File: config.mk
export PLATFORM = sky130hd
export DESIGN_NAME = exc_entry_ctrl
export DESIGN_NICKNAME = d
export VERILOG_FILES = /design/src/rtl/exc_entry_pkg.sv /design/src/rtl/exc_decode.sv /design/src/rtl/exc_vector.sv /design/src/rtl/exc_retpc.sv /design/src/rtl/exc_entry_ctrl.sv
export SDC_FILE = /design/constraint.sdc
export NUM_CORES = 1
export LEC_CHECK = 0
export ABC_CLOCK_PERIOD_IN_PS = 2400
export BUFFER_PORTS_ARGS = -buffer_cell sky130_fd_sc_hd__buf_2
export CAP_MARGIN = 10
export CELL_PAD_IN_SITES_DETAIL_PLACEMENT = 0
export CELL_PAD_IN_SITES_GLOBAL_PLACEMENT = 1
export CORE_MARGIN = 5
export CORE_UTILIZATION = 38
export DETAILED_ROUTE_END_ITERATION = 8
export PLACE_DENSITY = 0.9
export SYNTH_ARGS = -nofsm -noshare
export SYNTH_HDL_FRONTEND = slang
export SYNTH_SLANG_ARGS = --single-unit
File: constraint.sdc
create_clock -name clk -period 2.4 [get_ports clk]
set_input_delay 0.36 -clock clk [delete_from_list [all_inputs] [get_ports clk]]
set_output_delay 0.36 -clock clk [all_outputs]
set_load 0.005 [all_outputs]
File: src/rtl/exc_entry_pkg.sv
package exc_entry_pkg;
  localparam int XW      = 32;
  localparam int KW      = 5;
  localparam int SW      = 5;
  localparam int CODE_LO = 2;
  localparam int CODE_HI = CODE_LO + KW - 1;
  localparam int CE_LO   = 28;
  localparam int CE_HI   = 29;
  localparam int BD_POS  = 31;
  localparam int IV_POS  = 23;
  localparam int BASE_CLR_BITS = 10;

  localparam int ST_EXL = 0;
  localparam int ST_ERL = 1;
  localparam int ST_BEV = 2;
  localparam int ST_SR  = 3;
  localparam int ST_NMI = 4;

  localparam logic [XW-1:0] BOOT_GEN_BASE = 32'hBFC0_0200;
  localparam logic [XW-1:0] BOOT_ERR_VEC  = 32'hBFC0_0000;
  localparam logic [XW-1:0] BOOT_CACHE    = 32'hBFC0_0100;
  localparam logic [XW-1:0] CACHE_REL_OFS = 32'h2000_0100;
  localparam logic [XW-1:0] OFS_GENERAL   = 32'h0000_0180;
  localparam logic [XW-1:0] OFS_VECT_INT  = 32'h0000_0200;
  localparam logic [XW-1:0] OFS_REFILL    = 32'h0000_0000;

  localparam logic [KW-1:0] K_INT   = 5'd0;
  localparam logic [KW-1:0] K_TLBL  = 5'd2;
  localparam logic [KW-1:0] K_TLBS  = 5'd3;
  localparam logic [KW-1:0] K_CPU   = 5'd11;
  localparam logic [KW-1:0] K_CACHE = 5'd30;
  localparam logic [KW-1:0] K_NMI   = 5'd20;
  localparam logic [KW-1:0] K_SRST  = 5'd21;

  typedef enum logic [1:0] {
    CLS_GENERAL = 2'd0,
    CLS_ERRLVL  = 2'd1,
    CLS_BAD     = 2'd2
  } exc_class_e;

  typedef struct packed {
    exc_class_e   cls;
    logic [KW-1:0] code;
    logic          is_int;
    logic          is_tlb;
    logic          is_cpu;
    logic          is_cache;
    logic          is_nmi;
  } exc_dec_t;
endpackage

File: src/rtl/exc_decode.sv
module exc_decode
  import exc_entry_pkg::*;
(
  input  logic [KW-1:0] kind,
  output exc_dec_t      dec
);
  always_comb begin
    dec          = '0;
    dec.cls      = CLS_GENERAL;
    dec.code     = kind;
    dec.is_int   = (kind == K_INT);
    dec.is_tlb   = (kind == K_TLBL) || (kind == K_TLBS);
    dec.is_cpu   = (kind == K_CPU);
    dec.is_cache = (kind == K_CACHE);
    dec.is_nmi   = (kind == K_NMI);
    unique case (kind)
      5'd0, 5'd1, 5'd2, 5'd3, 5'd4, 5'd5, 5'd6, 5'd7,
      5'd8, 5'd9, 5'd10, 5'd11, 5'd12, 5'd13, 5'd15,
      5'd24, 5'd30:     dec.cls = CLS_GENERAL;
      K_NMI, K_SRST:    dec.cls = CLS_ERRLVL;
      default:          dec.cls = CLS_BAD;
    endcase
  end
endmodule

File: src/rtl/exc_vector.sv
module exc_vector
  import exc_entry_pkg::*;
(
  input  exc_dec_t      dec,
  input  logic          bev,
  input  logic          exl,
  input  logic          iv,
  input  logic          refill,
  input  logic [XW-1:0] ebase,
  output logic [XW-1:0] vec_pc
);
  logic [XW-1:0] reloc_base;
  logic [XW-1:0] gen_base;
  logic [XW-1:0] offset;

  assign reloc_base = {ebase[XW-1:BASE_CLR_BITS], {BASE_CLR_BITS{1'b0}}};
  assign gen_base   = bev ? BOOT_GEN_BASE : reloc_base;

  always_comb begin
    if (dec.is_tlb && refill && !exl) offset = OFS_REFILL;
    else if (dec.is_int && iv)        offset = OFS_VECT_INT;
    else                              offset = OFS_GENERAL;
  end

  always_comb begin
    if (dec.cls == CLS_ERRLVL)  vec_pc = BOOT_ERR_VEC;
    else if (dec.is_cache)      vec_pc = bev ? BOOT_CACHE : (reloc_base + CACHE_REL_OFS);
    else                        vec_pc = gen_base + offset;
  end

  always_comb begin
    if (dec.cls != CLS_BAD)
      assert (vec_pc[1:0] == 2'b00 || ebase[1:0] != 2'b00)
        else $error("AST_VEC_WORD_ALIGNED");
  end
endmodule

File: src/rtl/exc_retpc.sv
module exc_retpc
  import exc_entry_pkg::*;
(
  input  logic [XW-1:0] pc,
  input  logic          in_delay,
  output logic [XW-1:0] ret_pc,
  output logic          bd
);
  localparam logic [XW-1:0] INSN_BYTES = 32'd4;
  assign ret_pc = in_delay ? (pc - INSN_BYTES) : pc;
  assign bd     = in_delay;
endmodule

File: src/rtl/exc_entry_ctrl.sv
module exc_entry_ctrl
  import exc_entry_pkg::*;
(
  input  logic          clk,
  input  logic          rst_n,
  input  logic          req_valid,
  output logic          req_ready,
  input  logic [4:0]    req_kind,
  input  logic [31:0]   req_pc,
  input  logic          req_in_delay,
  input  logic          req_refill,
  input  logic [1:0]    req_cop,
  input  logic [4:0]    status_in,
  input  logic [31:0]   cause_in,
  input  logic [31:0]   ebase,
  output logic          resp_valid,
  input  logic          resp_ready,
  output logic          resp_err,
  output logic [31:0]   resp_pc,
  output logic [31:0]   resp_ret_pc,
  output logic          resp_epc_we,
  output logic          resp_errepc_we,
  output logic [31:0]   resp_cause,
  output logic [4:0]    resp_status
);
  exc_dec_t      dec;
  logic [XW-1:0] vec_pc;
  logic [XW-1:0] ret_pc;
  logic          bd;

  logic          n_err, n_epc_we, n_errepc_we;
  logic [XW-1:0] n_pc, n_cause;
  logic [SW-1:0] n_status;
  logic          take;

  exc_decode u_dec (.kind(req_kind), .dec(dec));

  exc_vector u_vec (
    .dec(dec), .bev(status_in[ST_BEV]), .exl(status_in[ST_EXL]),
    .iv(cause_in[IV_POS]), .refill(req_refill), .ebase(ebase), .vec_pc(vec_pc)
  );

  exc_retpc u_ret (.pc(req_pc), .in_delay(req_in_delay), .ret_pc(ret_pc), .bd(bd));

  assign req_ready = !resp_valid || resp_ready;
  assign take      = req_valid && req_ready;

  always_comb begin
    n_err       = 1'b0;
    n_epc_we    = 1'b0;
    n_errepc_we = 1'b0;
    n_pc        = vec_pc;
    n_cause     = cause_in;
    n_status    = status_in;
    unique case (dec.cls)
      CLS_GENERAL: begin
        n_cause[CODE_HI:CODE_LO] = dec.code;
        if (dec.is_cpu) n_cause[CE_HI:CE_LO] = req_cop;
        if (!status_in[ST_EXL]) begin
          n_epc_we         = 1'b1;
          n_cause[BD_POS]  = bd;
          n_status[ST_EXL] = 1'b1;
        end
      end
      CLS_ERRLVL: begin
        n_errepc_we      = 1'b1;
        n_status[ST_ERL] = 1'b1;
        n_status[ST_BEV] = 1'b1;
        if (dec.is_nmi) n_status[ST_NMI] = 1'b1;
        else            n_status[ST_SR]  = 1'b1;
      end
      default: begin
        n_err = 1'b1;
        n_pc  = req_pc;
      end
    endcase
  end

  always_ff @(posedge clk or negedge rst_n) begin
    if (!rst_n) begin
      resp_valid     <= 1'b0;
      resp_err       <= 1'b0;
      resp_pc        <= '0;
      resp_ret_pc    <= '0;
      resp_epc_we    <= 1'b0;
      resp_errepc_we <= 1'b0;
      resp_cause     <= '0;
      resp_status    <= '0;
    end else if (take) begin
      resp_valid     <= 1'b1;
      resp_err       <= n_err;
      resp_pc        <= n_pc;
      resp_ret_pc    <= ret_pc;
      resp_epc_we    <= n_epc_we;
      resp_errepc_we <= n_errepc_we;
      resp_cause     <= n_cause;
      resp_status    <= n_status;
    end else if (resp_ready) begin
      resp_valid     <= 1'b0;
    end
  end

  AST_ACK_NEXT_CYCLE: assert property (@(posedge clk) disable iff (!rst_n)
    (req_valid && req_ready) |=> resp_valid) else $error("AST_ACK_NEXT_CYCLE");
  AST_HOLD_UNDER_STALL: assert property (@(posedge clk) disable iff (!rst_n)
    (resp_valid && !resp_ready) |=> (resp_valid && $stable(resp_pc) && $stable(resp_cause)
                                     && $stable(resp_status))) else $error("AST_HOLD_UNDER_STALL");
  AST_ONE_RET_TARGET: assert property (@(posedge clk) disable iff (!rst_n)
    resp_valid |-> !(resp_epc_we && resp_errepc_we)) else $error("AST_ONE_RET_TARGET");
  AST_EPC_SETS_EXL: assert property (@(posedge clk) disable iff (!rst_n)
    (resp_valid && resp_epc_we) |-> resp_status[ST_EXL]) else $error("AST_EPC_SETS_EXL");
  AST_ERR_NO_WRITE: assert property (@(posedge clk) disable iff (!rst_n)
    (resp_valid && resp_err) |-> (!resp_epc_we && !resp_errepc_we)) else $error("AST_ERR_NO_WRITE");
  AST_EXL_HELD_NO_EPC: assert property (@(posedge clk) disable iff (!rst_n)
    (take && status_in[ST_EXL]) |=> !resp_epc_we) else $error("AST_EXL_HELD_NO_EPC");
endmodule

# Word level (Yosys, flattened, before mapping)
# Memories as Yosys holds them, arrays and structs flattened.
# Cells that the tools add are included.
[totals]
reg_bits = 105
latchBits = 0
ramBits = 0
rom_bits = 64
in_bits = 114
out_inout_bits = 106
word_cells = 53
n_memories = 1
[op_classes]
add_sub_neg = 3
mul = 0
div_mod_pow = 0
order_cmp = 0
eq_ne = 6
shift = 0
mux = 23
bitwise_logic = 0
reduce_logical = 12
[mem_list]
columns = ["memory", "depth", "width", "rd", "rd_ports_with_merged_regs", "wr", "line_no", "text"]
rows = [
  ["(name not given)", 32, 2, 1, 0, 0, "exc_decode.sv:16", "unique case (kind)"],
]
[ops]
columns = ["op", "n"]
rows = [
  ["2-to-1 mux 32 bit", 7],
  ["adder 32 x 30 -> 32 bit (second input constant)", 1],
  ["adder 32 bit", 1],
  ["subtractor 32 x 3 -> 32 bit (second input constant)", 1],
  ["2-to-1 mux 1 bit", 11],
  ["equality test 5 x 2 -> 1 bit (second input constant)", 2],
  ["equality test 5 bit (second input constant)", 2],
  ["2-to-1 mux 10 bit", 1],
  ["equality test 5 x 4 -> 1 bit (second input constant)", 1],
  ["logical NOT 5 bit", 1],
  ["2-to-1 mux 5 bit", 1],
  ["logical AND 1 bit", 4],
  ["2-to-1 mux 2 bit", 2],
  ["2-to-1 mux 4 bit", 1],
  ["equality test 2 x 1 -> 1 bit (second input constant)", 1],
  ["logical NOT 1 bit", 2],
  ["logical NOT 2 bit", 1],
  ["logical OR 1 bit", 2],
  ["nonzero test 2 bit", 1],
  ["OR reduction 2 bit", 1],
]

# Logic depth before layout (Yosys ltp)
[logic_depth]
word_depth = 9
depth_mapped = 10

# By module
# Synthesis repeated with hierarchy kept, for this count alone.
[unflattened]
cells_unflattened = 560
hier_area_um2 = 5949.5
[modules_own_cells]
columns = ["module", "instances", "cells_each", "area_per_inst_um2", "seq_area_each_um2"]
rows = [
  ["exc_entry_ctrl", 1, 333, 4436.8, 2627.5],
  ["exc_vector", 1, 121, 765.7, 0.0],
  ["exc_retpc", 1, 86, 624.3, 0.0],
  ["exc_decode", 1, 20, 122.6, 0.0],
]

# Worst setup path before layout
# No wires, ideal clock.
[synth_path]
kind = "input -> register"
from = "in req_kind[1]"
to = "reg resp_pc[25]"
setup_time_ns = 0.104
t_arrival_ns = 1.950
slack_ns = 0.346
stages = 9
n_path_buf = 1
cell_sequence = "clkbuf_1 > nor2_1 > and4b_1 > ha_1 > ha_1 > o211ai_1 > nor3_1 > xor2_1 > a221oi_1"
[synth_between]
elab_chain_cells = 9
word_cells_on_any_way = 18
classes_between = "1 x add/sub; 4 x eq/ne; 5 x mux; 7 x reduce/logical; 1 x memory"
[synth_rtl]
columns = ["element", "line_no", "text"]
rows = [
  ["from (decl)", "exc_entry_ctrl.sv:8", "input logic [4:0] req_kind,"],
  ["equality test 5 x 2 -> 1 bit", "exc_decode.sv:12", "dec.is_tlb = (kind == K_TLBL) || (kind == K_TLBS);"],
  ["logical OR 1 bit", "exc_decode.sv:12", ""],
  ["logical AND 1 bit (2 in a row)", "exc_vector.sv:20", "if (dec.is_tlb && refill && !exl) offset = OFS_REFILL;"],
  ["2-to-1 mux 32 bit", "exc_vector.sv:20", ""],
  ["adder 32 bit", "exc_vector.sv:28", "else vec_pc = gen_base + offset;"],
  ["2-to-1 mux 32 bit", "exc_vector.sv:27", "else if (dec.is_cache) vec_pc = bev ? BOOT_CACHE : (reloc_base + CACHE_REL_OFS);"],
  ["2-to-1 mux 32 bit", "exc_vector.sv:26", "if (dec.cls == CLS_ERRLVL) vec_pc = BOOT_ERR_VEC;"],
  ["2-to-1 mux 32 bit (*)", "exc_entry_ctrl.sv:55", "unique case (dec.cls)"],
  ["to (signal assigned)", "exc_entry_ctrl.sv:92", "resp_pc <= n_pc;"],
  ["to (decl)", "exc_entry_ctrl.sv:19", "output logic [31:0] resp_pc,"],
]
# Every way passes the cells marked *; elsewhere a longest branch is shown, timed or not.
# A chain may end at the register's enable or synchronous reset.

# Worst setup path in the final report
[layout_path]
from = "in req_kind[2]"
to = "reg resp_pc[23]"
# The elaborated chain is that of the path after synthesis.

==> summary.txt <==
Run status
  – Status: finished, final reports clean

Synthesis
  – Seq/Total Area, Yosys: between 40% and 50%
  – Synth Instances: 611
  – Mapped cell area: around 0.0054 mm^2
  – Number of synthesized flops with an enable pin: 0
  – Async set-reset flop share out of synthesis: 100%
  – Syn nets: ~730
  – Netlist cell types: 54
  – Synth Flop Type: dfrtp_1
  – Synthesis-stage register bit count: 105
  – Mapped Avg Cell Area: between 8 and 9 um^2
  – YS warnings: 0

Placed design
  – Hpwl dp: between 10000 and 15000 um
  – GPL Wtd Cong: a little over 0.8
  – # port buffers: between 200 and 250

Setup path
  – Worst Reg-to-Reg Cells: 4
  – Reg-to-reg slack, setup: a little under 0.6 ns
  – CP max stage cell: and4b_1
  – Slowest cell delay on critical path: ~0.28 ns
  – Crit path max fanout: 4
  – Critical R2R Launch: resp_valid
  – CP top delay family: simple AND/OR/NAND/NOR gates
  – Worst setup path category: in -> reg
  – CP Launch Type: primary input
  – CP endpoint kind: flop
  – CP most frequent cell: ha_1
  – Worst Path Buf+Inv: 1
  – CP arrival: 2.17 ns
  – CP Cell Sequence: buf_2, nor2_1, and4b_1, ha_1, ha_1, o211ai_1, nor3_1, xnor2_1, a221oi_1
  – Critical Path RT: 2.65 ns
  – RR Endpoint: resp_pc[29]

Clock tree
  – CTS Buf Count: 9
  – Worst-path clk slew: ~0.070 ns
  – Setup repair bufs after CTS: 0
  – CTS tree: yes
  – Total clock sinks: approximately 110
  – CTS max path bufs: 2
  – Clock Root Buffer: clkbuf_16
  – H-Tree Depth: 3
  – Clk Latency, worst-skew pair: ~0.35 ns

Route
  – Via count: 5201
  – Routed len/inst: 16.6 um
  – Routed WL: ~17000 um
  – Antenna viol nets, final: 0
  – Pre-antenna DRT Iters: 5
  – Via-to-Cell Ratio: 5.15
  – Initial DRC Count: approximately 280
  – # DRC: 0

Hold path
  – Hold Path Cell Cnt: 3
  – Tightest Hold Check Type: in -> reg
  – Worst Hold Path EP: resp_cause[25]
  – Min-delay src: cause_in[25]

Global routing
  – Number of global-route vias before repair: 5020
  – Overall routing resource usage: slightly below 20%
  – Largest net degree at the start of global routing: 62
  – First-pass GRT wire length: around 26000 um
  – Initial antenna violation count: 1
  – Grt ovf: 0

Floorplan
  – Rows: 43
  – Die height: 129 um
  – Die Wd: 129 um
  – Initial Util: 38.9%
  – IO Count: 220
  – DIE AREA: roughly 0.017 mm^2
  – Core box area: around 0.014 mm^2

Power and ir drop
  – Peak VDD IR: 0.318 mV
  – Leak pwr: 3.35 nW
  – Power per Cell Area: between 600 and 700 mW/mm^2
  – Total power: between 4 and 5 mW

Timing
  – Least-Margin Pin Slew: ~0.91 ns
  – FMAX: around 520 MHz
  – Max-slew violations: 0
  – Final Skew: approximately 0.0040 ns
  – Final setup TNS: 0 ns
  – Final Cycle Share: about four fifths
  – # setup viols final: 0
  – Hold_ws: roughly 0.20 ns
  – Hold Vio Cnt, Final: 0
  – Relative slew slack: between 30% and 40%
  – Tmin final: around 1.9 ns
  – RSZ-0062 raised after global routing: no

Final layout
  – Most frequent cells in the layout: buf_2, nand2_1, dfrtp_1, nor2_1, o21ai_0
  – Share of layout cells above drive strength 1: a little under a third
  – Commonest non-fill, non-tap cell in the layout: buf_2
  – Layout area overhead: 31.4%
  – # fillers: 1388
  – Nets: around 940

Run
  – Max-cap violations: 0
-- registers in the layout (all words and copies together) (netlist names) --
name / flops
resp_status: 5
resp_valid: 1
resp_ret_pc: 32
resp_epc_we: 1
resp_err: 1
resp_pc: 32
resp_cause: 32
resp_errepc_we: 1
-- final cells by class --
cell class	instances	area, um^2	area share [%]
clock buffer	13	250	3.53
antenna	1	2.50	0.0353
timing repair buffer	235	1300	18.3
tap	180	225	3.17
inverter	4	15.0	0.212
clock inverter	3	40.0	0.564
multi-input combinational	468	2640	37.2
sequential	105	2630	37.0
-- cells in the mapped netlist, drive strengths merged, types with 4 or more instances --
cell / number / area share (%)
o221ai: 4 / 0.65
nand4: 6 / 0.70
dfrtp: 105 / 49
inv: 4 / 0.28
nand3b: 5 / 0.76
ha: 4 / 0.93
or4: 4 / 0.63
mux2i: 5 / 0.93
nand2b: 5 / 0.58
clkbuf: 31 / 2.2
xnor2: 39 / 6.3
nor2: 49 / 3.4
and3: 6 / 0.70
nand2: 154 / 11
nor4: 16 / 2.0
o21ai: 56 / 5.3
nand3: 12 / 1.1
a21oi: 5 / 0.46
xor2: 4 / 0.65
nor3: 23 / 2.1
nor2b: 5 / 0.58
a221oi: 12 / 1.9
or3: 6 / 0.81
a211oi: 4 / 0.56
-- worst reg2reg max path, delay by kind of cell (launching register included) --
family / cells / cell delay, ns
flip-flops: 1 / 0.40
AND/OR/NAND/NOR: 3 / 1.15
AO/OA/AOI/OAI: 1 / 0.14
-- kinds of logic after synthesis --
logic type / Yosys count / synth area share, %
and+or+nand+nor: 313 / 27.5
DFF: 105 / 48.7
AOI/OAI and AO/OA: 101 / 11.9
xor gates and xnor gates: 43 / 6.98
buffers and inverters: 38 / 2.71
muxes: 7 / 1.34
adders and majority gates: 4 / 0.927
-- power breakdown --
group / internal (mW) / switching, mW
combinational: 0.440 / 0.528
clock: 0.836 / 0.636
sequential: 2.01 / 0.123
-- worst max path at each step --
stage                           start     endpoint  cells after the start
after floorplan           req_kind[1]  resp_pc[25]                      9
after global placement    req_kind[2]  resp_pc[23]                      9
after detailed placement  req_kind[2]  resp_pc[29]                      9
after CTS                 req_kind[2]  resp_pc[29]                      9
after global routing      req_kind[2]  resp_pc[25]                      9
final                     req_kind[2]  resp_pc[23]                      9
-- per-layer routing --
layer / global-route usage [%] / vias up / wire (um)
li1: - / 2547 / -
met1: 26.7 / 2449 / 7370
met2: 30.9 / 173 / 7590
met3: 4.62 / 32 / 1260
met4: 7.84 / 0 / 495
met5: 0 / - / 0
-- repair_timing --
item,in CTS,in global routing
resized for setup,0,0
hold buffers,1,0
endpoints found under the hold margin,2,0
-- per-stage QoR --
step / util (%) / setup slack, ns / cell area [um^2] / instances
after floorplan: - / 0.346 / 5400 / 611
after global placement: 48.9 / 0.123 / 6790 / 991
after detailed placement: 48.9 / 0.103 / 6790 / 991
after CTS: 51.1 / 0.470 / 7090 / 1008
after global routing: 51.1 / 0.273 / 7100 / 1009
final: 51.1 / 0.484 / 7100 / 1009
(Power assumes the default switching activity.)
